--- src/rtl/wave_decim_capture.sv ---
module wave_decim_capture #(
  parameter int SMP_W  = 24,
  parameter int RATE_W = 2
) (
  input  logic             clk,
  input  logic             rst_n,
  input  logic [SMP_W-1:0] in_data,
  input  logic             in_valid,
  input  logic [RATE_W-1:0] rate_sel,
  input  logic             irq_enable,
  input  logic             status_clr,
  input  logic             host_rd,
  input  logic [1:0]       host_addr,
  output logic [7:0]       host_rdata,
  output logic             sample_ready,
  output logic             irq,
  output logic [SMP_W-1:0] fwd_data,
  output logic             fwd_valid
);
  localparam int CNT_W   = (1 << RATE_W) - 1;
  localparam int NBYTES  = SMP_W / 8;
  localparam int HI_ADDR = NBYTES - 1;

  logic [CNT_W-1:0]  cnt, mask;
  logic [RATE_W-1:0] rate_q;
  logic [SMP_W-1:0]  held, snap;
  logic              rate_chg, keep, hi_rd;

  assign mask     = ~({CNT_W{1'b1}} << rate_sel);
  assign rate_chg = rate_sel != rate_q;
  assign keep     = in_valid && !rate_chg && cnt == '0;
  assign hi_rd    = host_rd && int'(host_addr) == HI_ADDR;
  assign irq      = sample_ready & irq_enable;

  always_ff @(posedge clk) begin
    if (!rst_n) begin
      fwd_valid <= 1'b0;
      fwd_data  <= '0;
    end else begin
      fwd_valid <= in_valid;
      if (in_valid) fwd_data <= in_data;
    end
  end

  always_ff @(posedge clk) begin
    if (!rst_n) begin
      rate_q <= '0;
      cnt    <= '0;
    end else begin
      rate_q <= rate_sel;
      if (rate_chg)      cnt <= '0;
      else if (in_valid) cnt <= (cnt + 1'b1) & mask;
    end
  end

  always_ff @(posedge clk) begin
    if (!rst_n) begin
      held         <= '0;
      sample_ready <= 1'b0;
    end else begin
      if (keep) held <= in_data;
      if (keep)            sample_ready <= 1'b1;
      else if (status_clr) sample_ready <= 1'b0;
    end
  end

  always_ff @(posedge clk) begin
    if (!rst_n) begin
      snap       <= '0;
      host_rdata <= '0;
    end else if (host_rd) begin
      if (hi_rd) begin
        snap       <= held;
        host_rdata <= held[SMP_W-1 -: 8];
      end else if (int'(host_addr) < HI_ADDR) begin
        host_rdata <= snap[host_addr*8 +: 8];
      end else begin
        host_rdata <= 8'h00;
      end
    end
  end

  p_fwd_r2: assert property (@(posedge clk) disable iff (!rst_n)
    in_valid |=> fwd_valid && fwd_data == $past(in_data));
  p_fwd_idle_r2: assert property (@(posedge clk) disable iff (!rst_n)
    !in_valid |=> !fwd_valid);
  p_cnt_range_r3: assert property (@(posedge clk) disable iff (!rst_n)
    (cnt & ~mask) == '0 || rate_chg);
  p_set_r4: assert property (@(posedge clk) disable iff (!rst_n)
    keep |=> sample_ready && held == $past(in_data));
  p_sticky_r6: assert property (@(posedge clk) disable iff (!rst_n)
    sample_ready && !status_clr |=> sample_ready);
  p_clr_r6: assert property (@(posedge clk) disable iff (!rst_n)
    status_clr && !keep |=> !sample_ready);
  p_irq_gate_r5: assert property (@(posedge clk) disable iff (!rst_n)
    !irq_enable |-> !irq);
  p_snap_hold_r8: assert property (@(posedge clk) disable iff (!rst_n)
    !hi_rd |=> $stable(snap));
  p_rd_hold_r9: assert property (@(posedge clk) disable iff (!rst_n)
    !host_rd |=> $stable(host_rdata));
  p_restart_r10: assert property (@(posedge clk) disable iff (!rst_n)
    rate_chg |=> cnt == '0);
endmodule

--- config.mk ---
export PLATFORM = sky130hd
export DESIGN_NAME = wave_decim_capture
export DESIGN_NICKNAME = d
export VERILOG_FILES = /design/src/rtl/wave_decim_capture.sv
export SDC_FILE = /design/constraint.sdc
export NUM_CORES = 1
export LEC_CHECK = 0
export BUFFER_PORTS_ARGS = -buffer_cell sky130_fd_sc_hd__buf_2
export CORE_ASPECT_RATIO = 1.25
export CORE_MARGIN = 4
export CORE_UTILIZATION = 49
export DETAILED_ROUTE_END_ITERATION = 8
export HOLD_SLACK_MARGIN = 0.15
export PLACE_DENSITY_LB_ADDON = 0.15
export SLEW_MARGIN = 10
export SYNTH_ARGS = -nofsm -noshare
export SYNTH_HDL_FRONTEND = slang
export SYNTH_SLANG_ARGS = --single-unit
--- constraint.sdc ---
create_clock -name clk -period 1.6 [get_ports clk]
set_clock_uncertainty 0.1 [all_clocks]
set_input_delay 0.24 -clock clk [delete_from_list [all_inputs] [get_ports clk]]
set_output_delay 0.24 -clock clk [all_outputs]
set_load 0.02 [all_outputs]
==> flow_results.org <==
** Final layout
- Layout cell share with drive strength beyond 1 :: 0.223
- Area Growth Syn to Fin :: 27.2%
- Nets :: 472
- Sequential cell area in the final layout :: 1580 sq um
- End-of-flow core utilization :: 0.656
- Number of fillers in the final layout :: 534
- Number of diodes added for antenna fixing :: 0
- Summing all multi-input logic gate instances after layout gives 1530 sq um.

** Logic synthesis
- Adder-cell share of the synthesized area :: 0.00772
- Synthesis produced 341 cells.
- Area fraction in and, or, nand and nor cells after synthesis :: 0.193
- A synthesized cell averages 9.51 sq um.
- After synthesis, the largest family of logic cells by area is simple AND/OR/NAND/NOR gates.
- Of the synthesized area, sequential elements account for 0.488.
- Synthesis instantiated 26 different standard cells from the library.
- The cell area that synthesis handed to floorplanning was 3240 sq um.
- Of the post-synthesis cell area, the part taken by muxes is 0.173.
- The compound-cell area share of the yosys netlist is 0.0910.
- Parity-gate share of the synthesized area counting xor and xnor cells :: 0.00540
- During synthesis, Yosys emitted a total of 0 warnings.
- Cell types with the largest area share after synthesis :: sky130_fd_sc_hd__dfxtp_1 49%, sky130_fd_sc_hd__mux2i_1 17%, sky130_fd_sc_hd__nand2_1 9.5%, sky130_fd_sc_hd__nor2b_1 4.8%, sky130_fd_sc_hd__a21boi_0 3.5%
- Top cell type by total area after synthesis :: sky130_fd_sc_hd__dfxtp_1
- Count of state elements after synthesis :: 79
- Counting every net in the synthesized netlist gives 377.
- Of the post-synthesis cell area, the dominant cell type holds 0.488.

** Clocking
- CTS Root Buffer Type :: sky130_fd_sc_hd__clkbuf_8
- The number of setup buffers added after CTS is 0.
- Max Root-Sink Buffers :: 2
- The H-tree was split into 3 levels.
- TritonCTS clock tree :: yes
- Worst skew pair latency :: 0.34 ns
- Clock tree synthesis inserted a total of 9 buffers.
- Clock-pin slew on the worst setup and hold paths :: 0.08 ns
- Clock Sink Count :: 79

** Worst setup path
- Most common cell on crit path :: sky130_fd_sc_hd__dlygate4sd3_1
- Crit path launch type :: input port
- In this design, the largest share of critical-path delay is due to buffers and inverters.
- On the critical path, the stage with the largest delay is an instance of sky130_fd_sc_hd__dlygate4sd3_1.
- At the worst endpoint, the required time is 1.73 ns.
- Maximum fanout along the worst path :: 11
- Together, buffers and inverters on the worst path number 3.
- Ordered list of cells on the worst path :: dlygate4sd3_1, buf_2, o21ai_1, a21oi_1, dlygate4sd3_1
- Critical path class :: input port to register
- STA puts the critical path data arrival time at 1.69 ns.
- Delay contributed by the slowest stage of the critical path :: 0.55 ns
- STA classifies the critical path endpoint as a register.

** Timing
- Final worst path period share :: 0.972
- Final Hold Violating Endpoints :: 0
- Setup repair after global routing missed its margin :: no
- Headroom to the max-slew limit :: 0.703
- Setup violations remaining at the end of the flow were counted as 0.
- Worst-case hold slack :: 0.168 ns
- The number of max-slew violations in the final report came to 0.
- Based on the critical path, the design can be clocked at up to 0.643 GHz.
- Setup TNS :: 0 ns
- At the pin with the least slew margin, the transition time is 0.446 ns.
- Clock period minus worst slack :: 1.56 ns

** Floorplan
- The floorplan has 32 rows.
- In this run the vertical extent of the chip is 99.0 um.
- Core Box Area :: 6290 sq um
- Measured along the x axis, the die boundary spans 80.8 um.
- Count of pins on the block boundary :: 69
- Area of the die :: 7990 sq um
- For this configuration, the core starts out at a cell density of 0.516.

** Route
- Wire length per cell :: 12.9 um
- Count of nets left with antenna violations after detail routing :: 0
- The detailed router finished its first iteration with 88 violations.
- Pre-antenna DRT Iters :: 4
- Average vias per placed instance :: 4.73
- Total number of vias :: 2484
- Routed Wire Length :: 6780 um
- For this run, design rule violations remaining after detail routing come to 0.

** Placement
- DPL Wire Length :: 4480 um
- Final weighted congestion in routability-driven placement :: 0.759
- Port-buffer cells :: 68

** Worst hold path
- The tightest min-delay check is of the input port to register type.

** Power
- Dividing total power by cell area gives a power density of 939 nW/um^2.
- Across the VDD grid, the largest voltage drop is 0.678 mV.
- Static leakage :: 1.75 nW

** Global route
- Number of antenna violations at the first check in global routing :: 0
- First-pass GRT wire length :: 11500 um
- Met2 Use GR :: 0.296
- For this run, global-route usage on met3 was measured as 0.0384.
- Via count of the first global-routing pass :: 2495
- Total gr overflow :: 0
- Largest net degree at the start of global routing :: 53
- Across every metal layer, demand over resource in global routing totals 0.181.
- For this run, global-route usage on met1 was measured as 0.235.
- Busiest layer in global routing :: met2

** Status
- Run status :: completed

** Job
- Number of violations of the max-capacitance limit :: 0
[synth_stat cells]
cell type and instances:
sky130_fd_sc_hd__nand2_1 82, sky130_fd_sc_hd__a21oi_1 11, sky130_fd_sc_hd__nor2b_1 25, sky130_fd_sc_hd__a21boi_1 1, sky130_fd_sc_hd__nor3_4 1, sky130_fd_sc_hd__o211ai_1 1
sky130_fd_sc_hd__nand3_1 2, sky130_fd_sc_hd__and3b_2 1, sky130_fd_sc_hd__buf_8 2, sky130_fd_sc_hd__and3b_1 1, sky130_fd_sc_hd__clkbuf_2 1, sky130_fd_sc_hd__buf_2 7
sky130_fd_sc_hd__dfxtp_1 79, sky130_fd_sc_hd__a21boi_0 15, sky130_fd_sc_hd__or3b_2 1, sky130_fd_sc_hd__or3_1 1, sky130_fd_sc_hd__ha_1 2, sky130_fd_sc_hd__mux2i_1 56
sky130_fd_sc_hd__inv_1 3, sky130_fd_sc_hd__clkbuf_1 15, sky130_fd_sc_hd__xor2_1 2, sky130_fd_sc_hd__and2_2 1, sky130_fd_sc_hd__o21ai_0 9, sky130_fd_sc_hd__nand3b_1 10
sky130_fd_sc_hd__o21a_1 9, sky130_fd_sc_hd__and2_1 3
[power breakdown]
part | switching (mW) | total, mW | internal, mW
Combinational | 0.273 | 0.518 | 0.245
Sequential | 0.0408 | 2.09 | 2.05
Clock | 0.676 | 1.27 | 0.589
[path summary, 6_finish.rpt]
path,startpoint,to,slack (ns),cells after the start
worst max-delay path,host_rd,host_rdata[1],0.04,5
worst min register to register,held[8],snap[8],0.36,2
worst max register to register,cnt[0],held[2],0.08,6
worst min-delay path,host_addr[0],host_rdata[3],0.17,3
[repair_timing]
| item | CTS | global route |
|---|---|---|
| hold endpoints to repair | 57 | 0 |
| resized for setup | 0 | 2 |
| hold buffers | 30 | 0 |
| endpoints found under the setup margin | 0 | 2 |
[cell usage in the layout (no fill, tap or decap), types with 9 or more instances in the layout]
| cell | count |
|---|---|
| sky130_fd_sc_hd__buf_2 | 68 |
| sky130_fd_sc_hd__a21boi_0 | 15 |
| sky130_fd_sc_hd__nand3b_1 | 10 |
| sky130_fd_sc_hd__dlygate4sd3_1 | 30 |
| sky130_fd_sc_hd__buf_4 | 10 |
| sky130_fd_sc_hd__nor2b_1 | 25 |
| sky130_fd_sc_hd__a21oi_1 | 11 |
| sky130_fd_sc_hd__dfxtp_1 | 79 |
| sky130_fd_sc_hd__clkbuf_8 | 10 |
| sky130_fd_sc_hd__mux2i_1 | 55 |
| sky130_fd_sc_hd__nand2_1 | 82 |
| sky130_fd_sc_hd__o21a_1 | 9 |
[area by class of cell]
class,instances,share of cell area
inverter,3,0.00273
timing repair buffer,109,0.178
multi-input combinational,234,0.370
sequential,79,0.383
clock inverter,4,0.00546
clock buffer,11,0.0343
tap,85,0.0258
[tightest hold or removal path: stages]
cell and delay (ns):
sky130_fd_sc_hd__buf_2 0.13, sky130_fd_sc_hd__o21a_1 0.14, sky130_fd_sc_hd__a21oi_1 0.06
[kinds of logic (layout without fill, tap and decap cells)]
| logic type | Yosys count | after routing |
|---|---|---|
| simple gates | 128 | 128 |
| xor+xnor | 2 | 2 |
| compound gates | 46 | 46 |
| mux | 56 | 56 |
| flops | 79 | 79 |
| buf+inv | 28 | 127 |
| fa+ha+maj | 2 | 2 |
[sequential cells by signal (all words and copies together) (netlist names)]
signal,count
cnt,3
fwd_data,24
fwd_valid,1
held,24
host_rdata,8
rate_q,2
sample_ready,1
snap,16
[stage by stage]
| step | setup slack [ns] | instances | instance area, sq um | power, mW |
|---|---|---|---|---|
| final | 0.0441 | 525 | 4130 | 3.87 |
| after global routing | 0.00527 | 525 | 4130 | 4.05 |
| after CTS | 0.0241 | 525 | 4120 | 3.91 |
| after detailed placement | 0.127 | 480 | 3660 | 2.60 |
| after global placement | 0.214 | 480 | 3660 | 2.59 |
| after floorplan | 0.103 | 341 | 3240 | 2.44 |
[layer usage]
metal / vias to the layer above / routed length, um
li1: 1317 / -
met4: 0 / 77
met2: 55 / 3090
met5: - / 0
met1: 1104 / 3300
met3: 8 / 305
Power figures use the tool's default switching activity.
